$ cat config.mk
export PLATFORM = sky130hd
export DESIGN_NAME = stepdet_seq
export DESIGN_NICKNAME = d
export VERILOG_FILES = /design/src/rtl/stepdet_pkg.sv /design/src/rtl/stepdet_rst_sync.sv /design/src/rtl/stepdet_timer.sv /design/src/rtl/stepdet_bridge.sv /design/src/rtl/stepdet_judge.sv /design/src/rtl/stepdet_seq.sv
export SDC_FILE = /design/constraint.sdc
export NUM_CORES = 1
export LEC_CHECK = 0
export CORE_UTILIZATION = 57
export DETAILED_ROUTE_END_ITERATION = 10
export PLACE_DENSITY = 0.78
export SYNTH_ARGS = -nofsm -noshare
export SYNTH_HDL_FRONTEND = slang
export SYNTH_SLANG_ARGS = --single-unit
$ cat constraint.sdc
create_clock -name clk -period 1.82 [get_ports clk]
set_clock_uncertainty 0.15 [all_clocks]
set_input_delay 0.182 -clock clk [delete_from_list [all_inputs] [get_ports clk]]
set_output_delay 0.182 -clock clk [all_outputs]
set_load 0.005 [all_outputs]
$ cat src/rtl/stepdet_pkg.sv
package stepdet_pkg;

  typedef enum logic [2:0] {
    PH_IDLE   = 3'd0,
    PH_DRIVE  = 3'd1,
    PH_SHORT  = 3'd2,
    PH_OPEN   = 3'd3,
    PH_SAMPLE = 3'd4
  } phase_e;

  typedef enum logic [1:0] {
    RES_PEND = 2'd0,
    RES_OKAY = 2'd1,
    RES_FAIL = 2'd2
  } verdict_e;

  localparam int SW_W = 6;
  // bit map: 0 hi_a, 1 hi_b, 2 lo_a, 3 lo_b, 4 sense_a, 5 sense_b
  localparam logic [SW_W-1:0] PAT_OFF   = 6'b000000;
  localparam logic [SW_W-1:0] PAT_SHORT = 6'b000011;
  localparam logic [SW_W-1:0] PAT_SNS_A = 6'b010010;
  localparam logic [SW_W-1:0] PAT_SNS_B = 6'b100001;

endpackage

$ cat src/rtl/stepdet_rst_sync.sv
module stepdet_rst_sync (
  input  logic clk,
  input  logic rst_n_in,
  output logic rst_n_out
);
  logic [1:0] sync_q;

  always_ff @(posedge clk or negedge rst_n_in) begin
    if (!rst_n_in) sync_q <= 2'b00;
    else           sync_q <= {sync_q[0], 1'b1};
  end

  assign rst_n_out = sync_q[1];
endmodule

$ cat src/rtl/stepdet_timer.sv
module stepdet_timer
  import stepdet_pkg::*;
#(
  parameter int SLOT   = 32,
  parameter int WINDOW = 1024,
  parameter int PERIOD = 16,
  parameter int CODE_W = 3,
  localparam int CNT_W = $clog2(WINDOW + 1),
  localparam int SUB_W = $clog2(PERIOD)
) (
  input  logic              clk,
  input  logic              rst_n,
  input  logic              start,
  input  logic              dir_in,
  input  logic [CODE_W-1:0] pw_in,
  input  logic [CODE_W-1:0] lim_in,
  output phase_e            phase,
  output logic [SUB_W-1:0]  sub,
  output logic              dir_q,
  output logic [CODE_W-1:0] lim_q,
  output logic              accept,
  output logic              win_end
);
  phase_e            state_q, state_d;
  logic [CNT_W-1:0]  cnt_q, cnt_d;
  logic [SUB_W-1:0]  sub_q, sub_d;
  logic [CODE_W-1:0] pw_q;
  logic              load_cfg;
  logic [CNT_W-1:0]  drive_len;

  assign drive_len = (CNT_W'(pw_q) + CNT_W'(1)) * CNT_W'(SLOT);
  assign accept    = (state_q == PH_IDLE) && start;
  assign load_cfg  = accept;
  assign win_end   = (state_q == PH_SAMPLE) && (cnt_q == CNT_W'(WINDOW - 1));

  always_comb begin
    state_d = state_q;
    cnt_d   = cnt_q;
    sub_d   = sub_q;
    if (state_q == PH_IDLE) begin
      if (start) begin
        state_d = PH_DRIVE;
        cnt_d   = '0;
        sub_d   = '0;
      end
    end else begin
      cnt_d = cnt_q + CNT_W'(1);
      unique case (state_q)
        PH_DRIVE:
          if (cnt_q == drive_len - CNT_W'(1)) state_d = PH_SHORT;
        PH_SHORT:
          if (cnt_q == drive_len + CNT_W'(SLOT - 1)) state_d = PH_OPEN;
        PH_OPEN:
          if (cnt_q == drive_len + CNT_W'(2 * SLOT - 1)) begin
            state_d = PH_SAMPLE;
            sub_d   = '0;
          end
        PH_SAMPLE: begin
          sub_d = (sub_q == SUB_W'(PERIOD - 1)) ? '0 : sub_q + SUB_W'(1);
          if (win_end) state_d = PH_IDLE;
        end
        default: state_d = PH_IDLE;
      endcase
    end
  end

  always_ff @(posedge clk or negedge rst_n) begin
    if (!rst_n) begin
      state_q <= PH_IDLE;
      cnt_q   <= '0;
      sub_q   <= '0;
    end else begin
      state_q <= state_d;
      cnt_q   <= cnt_d;
      sub_q   <= sub_d;
    end
  end

  always_ff @(posedge clk or negedge rst_n) begin
    if (!rst_n) begin
      dir_q <= 1'b0;
      pw_q  <= '0;
      lim_q <= '0;
    end else if (load_cfg) begin
      dir_q <= dir_in;
      pw_q  <= pw_in;
      lim_q <= lim_in;
    end
  end

  assign phase = state_q;
  assign sub   = sub_q;

  // configuration frozen while a sequence runs
  a_r9_cfg_held: assert property (@(posedge clk) disable iff (!rst_n)
    (state_q != PH_IDLE) |=> $stable({dir_q, pw_q, lim_q}));
  // the window end always returns the sequencer to idle
  a_r8_window_closes: assert property (@(posedge clk) disable iff (!rst_n)
    win_end |=> (state_q == PH_IDLE));
  // the open phase is only left for sampling
  a_r2_open_then_sample: assert property (@(posedge clk) disable iff (!rst_n)
    (state_q == PH_OPEN) |=> (state_q == PH_OPEN || state_q == PH_SAMPLE));
endmodule

$ cat src/rtl/stepdet_bridge.sv
module stepdet_bridge
  import stepdet_pkg::*;
#(
  parameter int PERIOD  = 16,
  parameter int PULSE_W = 2,
  localparam int SUB_W  = $clog2(PERIOD),
  localparam int HALF   = PERIOD / 2
) (
  input  logic             clk,
  input  logic             rst_n,
  input  phase_e           phase,
  input  logic [SUB_W-1:0] sub,
  input  logic             dir,
  output logic [SW_W-1:0]  sw,
  output logic             strobe
);
  logic first_pair, second_pair;

  assign first_pair  = (sub < SUB_W'(PULSE_W));
  assign second_pair = (sub >= SUB_W'(HALF)) && (sub < SUB_W'(HALF + PULSE_W));

  always_comb begin
    sw     = PAT_OFF;
    strobe = 1'b0;
    unique case (phase)
      PH_SHORT: sw = PAT_SHORT;
      PH_SAMPLE: begin
        if (first_pair)       sw = dir ? PAT_SNS_B : PAT_SNS_A;
        else if (second_pair) sw = dir ? PAT_SNS_A : PAT_SNS_B;
        else                  sw = PAT_SHORT;
        strobe = (sub == SUB_W'(PULSE_W - 1)) || (sub == SUB_W'(HALF + PULSE_W - 1));
      end
      default: sw = PAT_OFF;
    endcase
  end

  // never sense on both legs at once
  a_r3_single_sense: assert property (@(posedge clk) disable iff (!rst_n)
    $onehot0(sw[5:4]));
  // flags are read only while a sense pulse is applied
  a_r4_strobe_in_pulse: assert property (@(posedge clk) disable iff (!rst_n)
    strobe |-> (sw[4] || sw[5]));
endmodule

$ cat src/rtl/stepdet_judge.sv
module stepdet_judge
  import stepdet_pkg::*;
#(
  parameter int SLOT     = 32,
  parameter int LIM_BASE = 4,
  parameter int CODE_W   = 3,
  localparam int TMR_W   = $clog2((LIM_BASE + (1 << CODE_W)) * SLOT + 2)
) (
  input  logic              clk,
  input  logic              rst_n,
  input  logic              clear,
  input  logic              strobe,
  input  logic              pos,
  input  logic              neg,
  input  logic [CODE_W-1:0] lim,
  output verdict_e          verdict
);
  verdict_e         verdict_q, verdict_d;
  logic             armed_q, armed_d;
  logic [TMR_W-1:0] tmr_q, tmr_d;
  logic [TMR_W-1:0] limit;

  assign limit = (TMR_W'(LIM_BASE) + TMR_W'(lim)) * TMR_W'(SLOT);

  always_comb begin
    verdict_d = verdict_q;
    armed_d   = armed_q;
    tmr_d     = tmr_q;
    if (clear) begin
      verdict_d = RES_PEND;
      armed_d   = 1'b0;
      tmr_d     = '0;
    end else if (verdict_q == RES_PEND) begin
      if (armed_q) begin
        if (strobe && neg && (tmr_q <= limit)) verdict_d = RES_OKAY;
        else if (tmr_q > limit)                verdict_d = RES_FAIL;
        else                                   tmr_d     = tmr_q + TMR_W'(1);
      end else if (strobe && pos) begin
        armed_d = 1'b1;
        tmr_d   = TMR_W'(1);
      end
    end
  end

  always_ff @(posedge clk or negedge rst_n) begin
    if (!rst_n) begin
      verdict_q <= RES_PEND;
      armed_q   <= 1'b0;
      tmr_q     <= '0;
    end else begin
      verdict_q <= verdict_d;
      armed_q   <= armed_d;
      tmr_q     <= tmr_d;
    end
  end

  assign verdict = verdict_q;

  // a settled verdict holds until the next sequence
  a_r7_verdict_locked: assert property (@(posedge clk) disable iff (!rst_n)
    (verdict_q != RES_PEND && !clear) |=> $stable(verdict_q));
  // success cannot come before a positive detection has armed the timer
  a_r6_no_ok_unarmed: assert property (@(posedge clk) disable iff (!rst_n)
    (verdict_q == RES_PEND && !armed_q && !clear) |=> (verdict_q != RES_OKAY));
  // timer never runs past the limit while still pending
  a_r5_timer_bounded: assert property (@(posedge clk) disable iff (!rst_n)
    (armed_q && verdict_q == RES_PEND) |-> (tmr_q <= limit + TMR_W'(1)));
endmodule

$ cat src/rtl/stepdet_seq.sv
module stepdet_seq
  import stepdet_pkg::*;
#(
  parameter int SLOT     = 32,
  parameter int WINDOW   = 1024,
  parameter int PERIOD   = 16,
  parameter int PULSE_W  = 2,
  parameter int LIM_BASE = 4,
  parameter int CODE_W   = 3,
  localparam int SUB_W   = $clog2(PERIOD)
) (
  input  logic              clk,
  input  logic              rst_n,
  input  logic              start,
  input  logic              dir,
  input  logic [CODE_W-1:0] pw_code,
  input  logic [CODE_W-1:0] lim_code,
  input  logic              pos_det,
  input  logic              neg_det,
  output logic [SW_W-1:0]   sw_ctl,
  output logic              done,
  output logic              ok
);
  logic              rst_n_s;
  phase_e            phase;
  logic [SUB_W-1:0]  sub;
  logic              dir_q;
  logic [CODE_W-1:0] lim_q;
  logic              accept, win_end, strobe;
  verdict_e          verdict;
  logic              done_q, ok_q;

  stepdet_rst_sync u_rst (
    .clk(clk), .rst_n_in(rst_n), .rst_n_out(rst_n_s)
  );

  stepdet_timer #(.SLOT(SLOT), .WINDOW(WINDOW), .PERIOD(PERIOD), .CODE_W(CODE_W)) u_timer (
    .clk(clk), .rst_n(rst_n_s), .start(start), .dir_in(dir), .pw_in(pw_code),
    .lim_in(lim_code), .phase(phase), .sub(sub), .dir_q(dir_q), .lim_q(lim_q),
    .accept(accept), .win_end(win_end)
  );

  stepdet_bridge #(.PERIOD(PERIOD), .PULSE_W(PULSE_W)) u_bridge (
    .clk(clk), .rst_n(rst_n_s), .phase(phase), .sub(sub), .dir(dir_q),
    .sw(sw_ctl), .strobe(strobe)
  );

  stepdet_judge #(.SLOT(SLOT), .LIM_BASE(LIM_BASE), .CODE_W(CODE_W)) u_judge (
    .clk(clk), .rst_n(rst_n_s), .clear(accept), .strobe(strobe),
    .pos(pos_det), .neg(neg_det), .lim(lim_q), .verdict(verdict)
  );

  always_ff @(posedge clk or negedge rst_n_s) begin
    if (!rst_n_s) begin
      done_q <= 1'b0;
      ok_q   <= 1'b0;
    end else begin
      done_q <= win_end;
      ok_q   <= win_end && (verdict == RES_OKAY);
    end
  end

  assign done = done_q;
  assign ok   = ok_q;

  // done lasts one tick
  a_r8_done_single: assert property (@(posedge clk) disable iff (!rst_n_s)
    done |=> !done);
  // ok only together with done
  a_r8_ok_with_done: assert property (@(posedge clk) disable iff (!rst_n_s)
    ok |-> done);
endmodule

## Word-level counts from Yosys, hierarchy flattened

Cells that the tools add are included.

- $add $sub $neg: 8
- $lt $le $gt $ge: 5
- Equality and inequality tests: 19
- Multiplexer cells: 35
- Reduce and logical (&&, ||, !) cells: 19

Operator list:

| kind | count |
|---|---|
| $mux 9 | 6 |
| $eq 11x11->1 | 3 |
| $mux 6 | 4 |
| $mux 11 | 2 |
| $mux 3 | 6 |
| $mux 4 | 4 |
| $ne 3x3->1 const B | 4 |
| $pmux 3 s4 | 1 |
| $pmux 6 s2 | 1 |
| $add 11x1->11 const B | 1 |
| $add 11x5->11 const B | 1 |
| $add 11x6->11 const B | 1 |
| $eq 11x10->1 const B | 1 |
| $sub 11x1->11 const B | 1 |
| $mux 2 | 5 |
| $add 9x1->9 const B | 1 |
| $gt 9x9->1 | 1 |
| $le 9x9->1 | 1 |
| $reduce_bool 3->1 | 3 |
| $eq 4x4->1 const B | 2 |
| $pmux 4 s2 | 1 |
| $logic_and 1x1->1 | 7 |
| $eq 3x2->1 const B | 2 |
| $ne 3x1->1 const B | 2 |
| 19 further kinds | 25 |

- Bits in registers: 41
- Input port bits: 12
- Output and inout port bits: 8
- Logic and storage cells: 98

## Depth between registers and ports, before layout

- Depth after elaboration: 9
- Gate-level depth with buffers: 10
- Mapped depth without buffers: 8

## By module

Synthesis repeated with hierarchy kept, for this count alone.

- Cells, all modules: 278
- Area total of the unflattened synthesis: 2,673.8 um^2

By module, submodules not included:

| module | times used | cells an instance | area each (um^2) | sequential area each (um^2) |
|---|---|---|---|---|
| stepdet_timer | 1 | 166 | 1,587.8 | 625.6 |
| stepdet_judge | 1 | 91 | 860.8 | 300.3 |
| stepdet_bridge | 1 | 15 | 112.6 | 0.0 |
| stepdet_seq | 1 | 3 | 58.8 | 50.0 |
| stepdet_rst_sync | 1 | 3 | 53.8 | 50.0 |

## Least setup slack after synthesis

OpenSTA, ideal clock, no wires.

- Kind: register -> register
- Start: reg u_timer.sub_q[1] (netlist: u_timer.sub[1])
- End: reg u_judge.tmr_q[4]
- Library setup time: 64 ps
- Arrival: 2,188 ps
- Setup slack: -582 ps
- Cell stages (with the launch flop): 11
- Cell sequence: dfrtp_1 > clkbuf_1 > inv_1 > ha_1 > nor2b_1 > and4_1 > or3_1 > buf_2 > or4_1 > o21ai_1 > a21o_1

- Cells in the longest elaborated chain, start to end: 7

RTL lines:

| what | RTL line | source |
|---|---|---|
| start: declaration | stepdet_timer.sv:26 | `logic [SUB_W-1:0] sub_q, sub_d;` |
| start signal: assignment | stepdet_timer.sv:75 | `sub_q <= sub_d;` |
| $eq 4x1->1 or $eq 4x4->1 (tied branches) | stepdet_bridge.sv:31 | `strobe = (sub == SUB_W'(PULSE_W - 1)) \|\| (sub == SUB_W'(HALF + PULSE_W - 1));` |
| $logic_or 1x1->1 * | stepdet_bridge.sv:31 |  |
| $mux 1 * | stepdet_bridge.sv:25 | `unique case (phase)` |
| $logic_and 1x1->1 (2 in a row) | stepdet_judge.sv:35 | `if (strobe && neg && (tmr_q <= limit)) verdict_d = RES_OKAY;` |
| $ne 3x3->1 (no source line) | n/a |  |
| $reduce_and 4->1 (no source line) * | n/a |  |
| end signal: assignment | stepdet_judge.sv:53 | `tmr_q <= tmr_d;` |
| end: declaration | stepdet_judge.sv:20 | `logic [TMR_W-1:0] tmr_q, tmr_d;` |

Mark *: on every way between the ends. The rest lies on a longest branch, timed or not.
A chain may end at the register's enable or synchronous reset.

## Worst setup path in the final report

- Start: reg u_timer.pw_q[2]
- End: reg u_timer.sub_q[2] (netlist: u_timer.sub[2])

- Cells in the longest elaborated chain, start to end: 5

RTL lines:

| what | RTL line | source |
|---|---|---|
| start: declaration | stepdet_timer.sv:27 | `logic [CODE_W-1:0] pw_q;` |
| start signal: assignment | stepdet_timer.sv:86 | `pw_q <= pw_in;` |
| $add 3x1->4 | stepdet_timer.sv:31 | `assign drive_len = (CNT_W'(pw_q) + CNT_W'(1)) * CNT_W'(SLOT);` |
| $add 11x6->11 | stepdet_timer.sv:54 | `if (cnt_q == drive_len + CNT_W'(2 * SLOT - 1)) begin` |
| $eq 11x11->1 | stepdet_timer.sv:54 |  |
| $ne 3x1->1 (no source line) | n/a |  |
| $reduce_and 3->1 (no source line) | n/a |  |

Every way passes these cells.

==> out/results.tsv <==
stage	metric	value	unit
status	status	complete, but fails checks	
status	violations	setup timing	
worst_setup_path	crit_top_cell	o21ai_1	
floorplanning	die_x	69.07	um
worst_setup_path	crit_type	reg -> reg	
worst_setup_path	cp-startpoint	u_timer.pw_q[2]	
layout	fin_util	0.8866	
worst_setup_path	cpPeakStageDelay	0.52	ns
worst_setup_path	cp-start-kind	flip-flop	
place	post-dp-hpwl	4.849	mm
worst_setup_path	cp.arrival	2.35	ns
synthesis	synth_area_per_cell	8.780	um^2
cts	clk_latency	0.31	ns
routing	drt-initial-drc-count	207	
pwr	swShare	0.2367	
worst_setup_path	crit_slowest_cell	dfrtp_1	
routing	ant_nets	0	
pwr	intPower	1.207	mW
worst_setup_path	crit_family	compound AO/OA/AOI/OAI gates	
layout	instances_no_fill	441	
routing	vias_per_cell	6.347	
cts	h-tree-depth	2	
layout	fill_cells	194	
floorplanning	die-area	4770	um^2
worst_setup_path	worstPathMaxFanout	5	
run	cap_violations	0	
floorplanning	io_pins	20	
global_routing	antenna_found_initial	0	
routing	post_drt_wl_per_cell	19.88	um
synthesis	yosysUniqueCellTypes	57	
routing	drt_first_pass_iters	6	
routing	num_vias	2799	
floorplanning	die_h	69.07	um
place	place.gp.congestion	0.9033	
worst_setup_path	cp.required	1.86	ns
synthesis	ys_warn_count	0	
routing	postRouteWirelength	8.767	mm
worst_setup_path	path_cells	xnor3_1 -> a211oi_2 -> o311ai_1 -> o41a_1 -> o21ai_1 -> o21ai_1	
routing	drc	0	
synthesis	synth_top_area_share	0.4002	
pwr	seqPwrFrac	0.579	
cts	clock_path_buffers	2	
floorplanning	rows	24	
synthesis	synth_flop_cell	dfrtp_1	
layout	drive_above_1_share	0.4139	
layout	final_area	3834	um^2
cts	root_buffer	clkbuf_8	
cts	clkTransAtPathRegs	0.08	ns
pwr	pwr-share-comb	0.032	
floorplanning	core_area	4324	um^2
place	placed_cell_area	3319	um^2
pwr	p_leak	1.735	nW
sta	setup_tns	-6.403	ns
synthesis	syn-cell-area	2564	um^2
synthesis	yosys.area.top_type	dfrtp_1	
cts	cts-buffers-inserted	5	
synthesis	ys_seq_elements	41	
cts	clkSinkCount	41	
sta	timing.final.ws_setup	-0.4897	ns
synthesis	synth-edff-count	0	
pwr	clockPowerShare	0.389	
floorplanning	start_util	0.5929	
layout	antenna_cells	0	
sta	fmax	433.0	MHz
synthesis	async_flop_share	1.000	
layout	fin_nets	411	
sta	rsz0062_at_grt	yes	
worst_setup_path	critical_path_buf_inv_count	0	
pwr	p_per_area	412.6	nW/um^2
cts	tritoncts	yes	
sta	hold_violations	0	
sta	finalCritPeriodShare	1.269	
pwr	power.switching	0.3744	mW
global_routing	grt_pass1_vias	2595	
place	place_inst	414	
global_routing	grt_pass1_wl	12.56	mm
sta	holdWs	0.001245	ns
global_routing	grt.overflow.total	0	
worst_hold_path	hold_path.class	reg -> async	
layout	area_delta_synth_final	49.54	%
worst_setup_path	end_kind	flip-flop	
place	io_buffers	17	
sta	setup_violations	19	
pwr	ir_drop	0.5218	mV
synthesis	netlist_instances	292	
synthesis	synth_seq_area_share	0.4002	
global_routing	grt_max_degree	33	
worst_setup_path	r2r-start	u_timer.pw_q[2]	
sta	drv_slew	0	
place	dp_slack	-0.4326	ns
sta	period_needed	2.310	ns
global_routing	grt_util_all_layers	0.3351	
synthesis	synthTopCellsByArea	dfrtp_1 40%, nand2_1 6.4%, ha_1 5.4%	
pwr	power	1.582	mW
-- routing by layer --
layer	up-vias	share of wire	track usage
met3	53	0.070	0.05702
met5	-	0	0
met4	0	0.052	0.1315
met1	1359	0.38	0.4153
li1	1226	-	-
met2	161	0.50	0.5804
-- final timing paths --
path,depth (start not counted),slack [ns],endpoint
max in group asynchronous,2,0.98,u_rst.sync_q[0]
min in group clk,0,0.21,u_rst.sync_q[1]
worst min-delay path,0,0.001,u_timer.pw_q[2]
worst min register to register,0,0.001,u_timer.pw_q[2]
worst max-delay path,6,-0.49,u_timer.sub[2]
worst max register to register,6,-0.49,u_timer.sub[2]
-- power by group through the flow --
stage | sequential (mW) | combinational [mW] | clock, mW
after floorplan | 0.943 | 0.00506 | 0
after global placement | 0.935 | 0.0481 | 0
after detailed placement | 0.935 | 0.0481 | 0
after CTS | 0.917 | 0.0502 | 0.601
after global routing | 0.917 | 0.0553 | 0.654
final | 0.917 | 0.0505 | 0.615
-- logic make-up (layout without fill, tap and decap cells) --
group | Yosys count | in the layout | share of synthesized area
xor gates and xnor gates | 9 | 9 | 0.03611
muxes | 5 | 5 | 0.01952
buffers and inverters | 30 | 126 | 0.06003
other | 2 | 3 | 0.002929
adders and majority gates | 11 | 11 | 0.05368
AOI/OAI and AO/OA | 61 | 61 | 0.1620
DFF | 41 | 41 | 0.4002
and+or+nand+nor | 133 | 133 | 0.2655
-- final cells by class --
type	instances	area, um^2	share of cell area
multi-input combinational	222	1754	0.4576
sequential	41	1028	0.2683
timing repair buffer	105	852.1	0.2223
clock buffer	6	72.57	0.01893
tap	52	65.06	0.01697
inverter	13	51.30	0.01338
clock inverter	2	10.01	0.002611
-- placed cells by master (no fill, tap or decap), types with 4 or more instances in the layout --
cell type        instances
a21o_1                   5
dfrtp_1                 39
clkbuf_8                 5
inv_2                    5
or3_1                    4
a221o_1                  4
buf_6                    7
buf_4                   79
nor2_1                  14
a21oi_1                  7
nor3_1                   5
clkdlybuf4s50_1         13
and3_1                   5
mux2i_1                  4
nand4_1                  7
inv_1                    7
nand2_2                  4
nand2_1                 39
nand3_1                 14
o21ai_1                  7
nor2_4                   4
ha_4                     8
o21ai_0                 12
-- cell usage after synthesis (2+ instances only) --
library cell	n
nor2b_1	5
mux2i_1	5
nand2b_1	2
a221o_1	4
o21ai_0	14
nor4_1	5
clkbuf_1	5
a21oi_1	9
a211oi_1	3
conb_1	2
nor3b_1	2
buf_2	4
nand4b_1	2
xnor2_1	4
or3_1	5
o21a_1	3
and3_1	5
or2_2	3
dfrtp_1	41
ha_1	11
nand3_1	14
inv_1	13
nor3_1	6
a21o_1	5
xor2_1	4
nand3b_1	3
buf_4	5
nand4_1	7
nor2_1	21
o21ai_1	6
o31ai_1	5
nand2_1	44
-- repair_timing --
item	in CTS	in global routing
gates resized for setup	49	29
hold endpoints to repair	2	0
setup endpoints to repair	22	38
buffers inserted	6	12
hold buffers	1	0
pin swaps	17	12
-- registers in the layout (all words and copies together) (netlist names) --
name,count
done,1
ok,1
u_judge.armed_q,1
u_judge.tmr_q,9
u_judge.verdict,2
u_rst.sync_q,2
u_timer.cnt_q,11
u_timer.dir_q,1
u_timer.lim_q,3
u_timer.phase,3
u_timer.pw_q,3
u_timer.sub,4
Power figures use the tool's default switching activity.
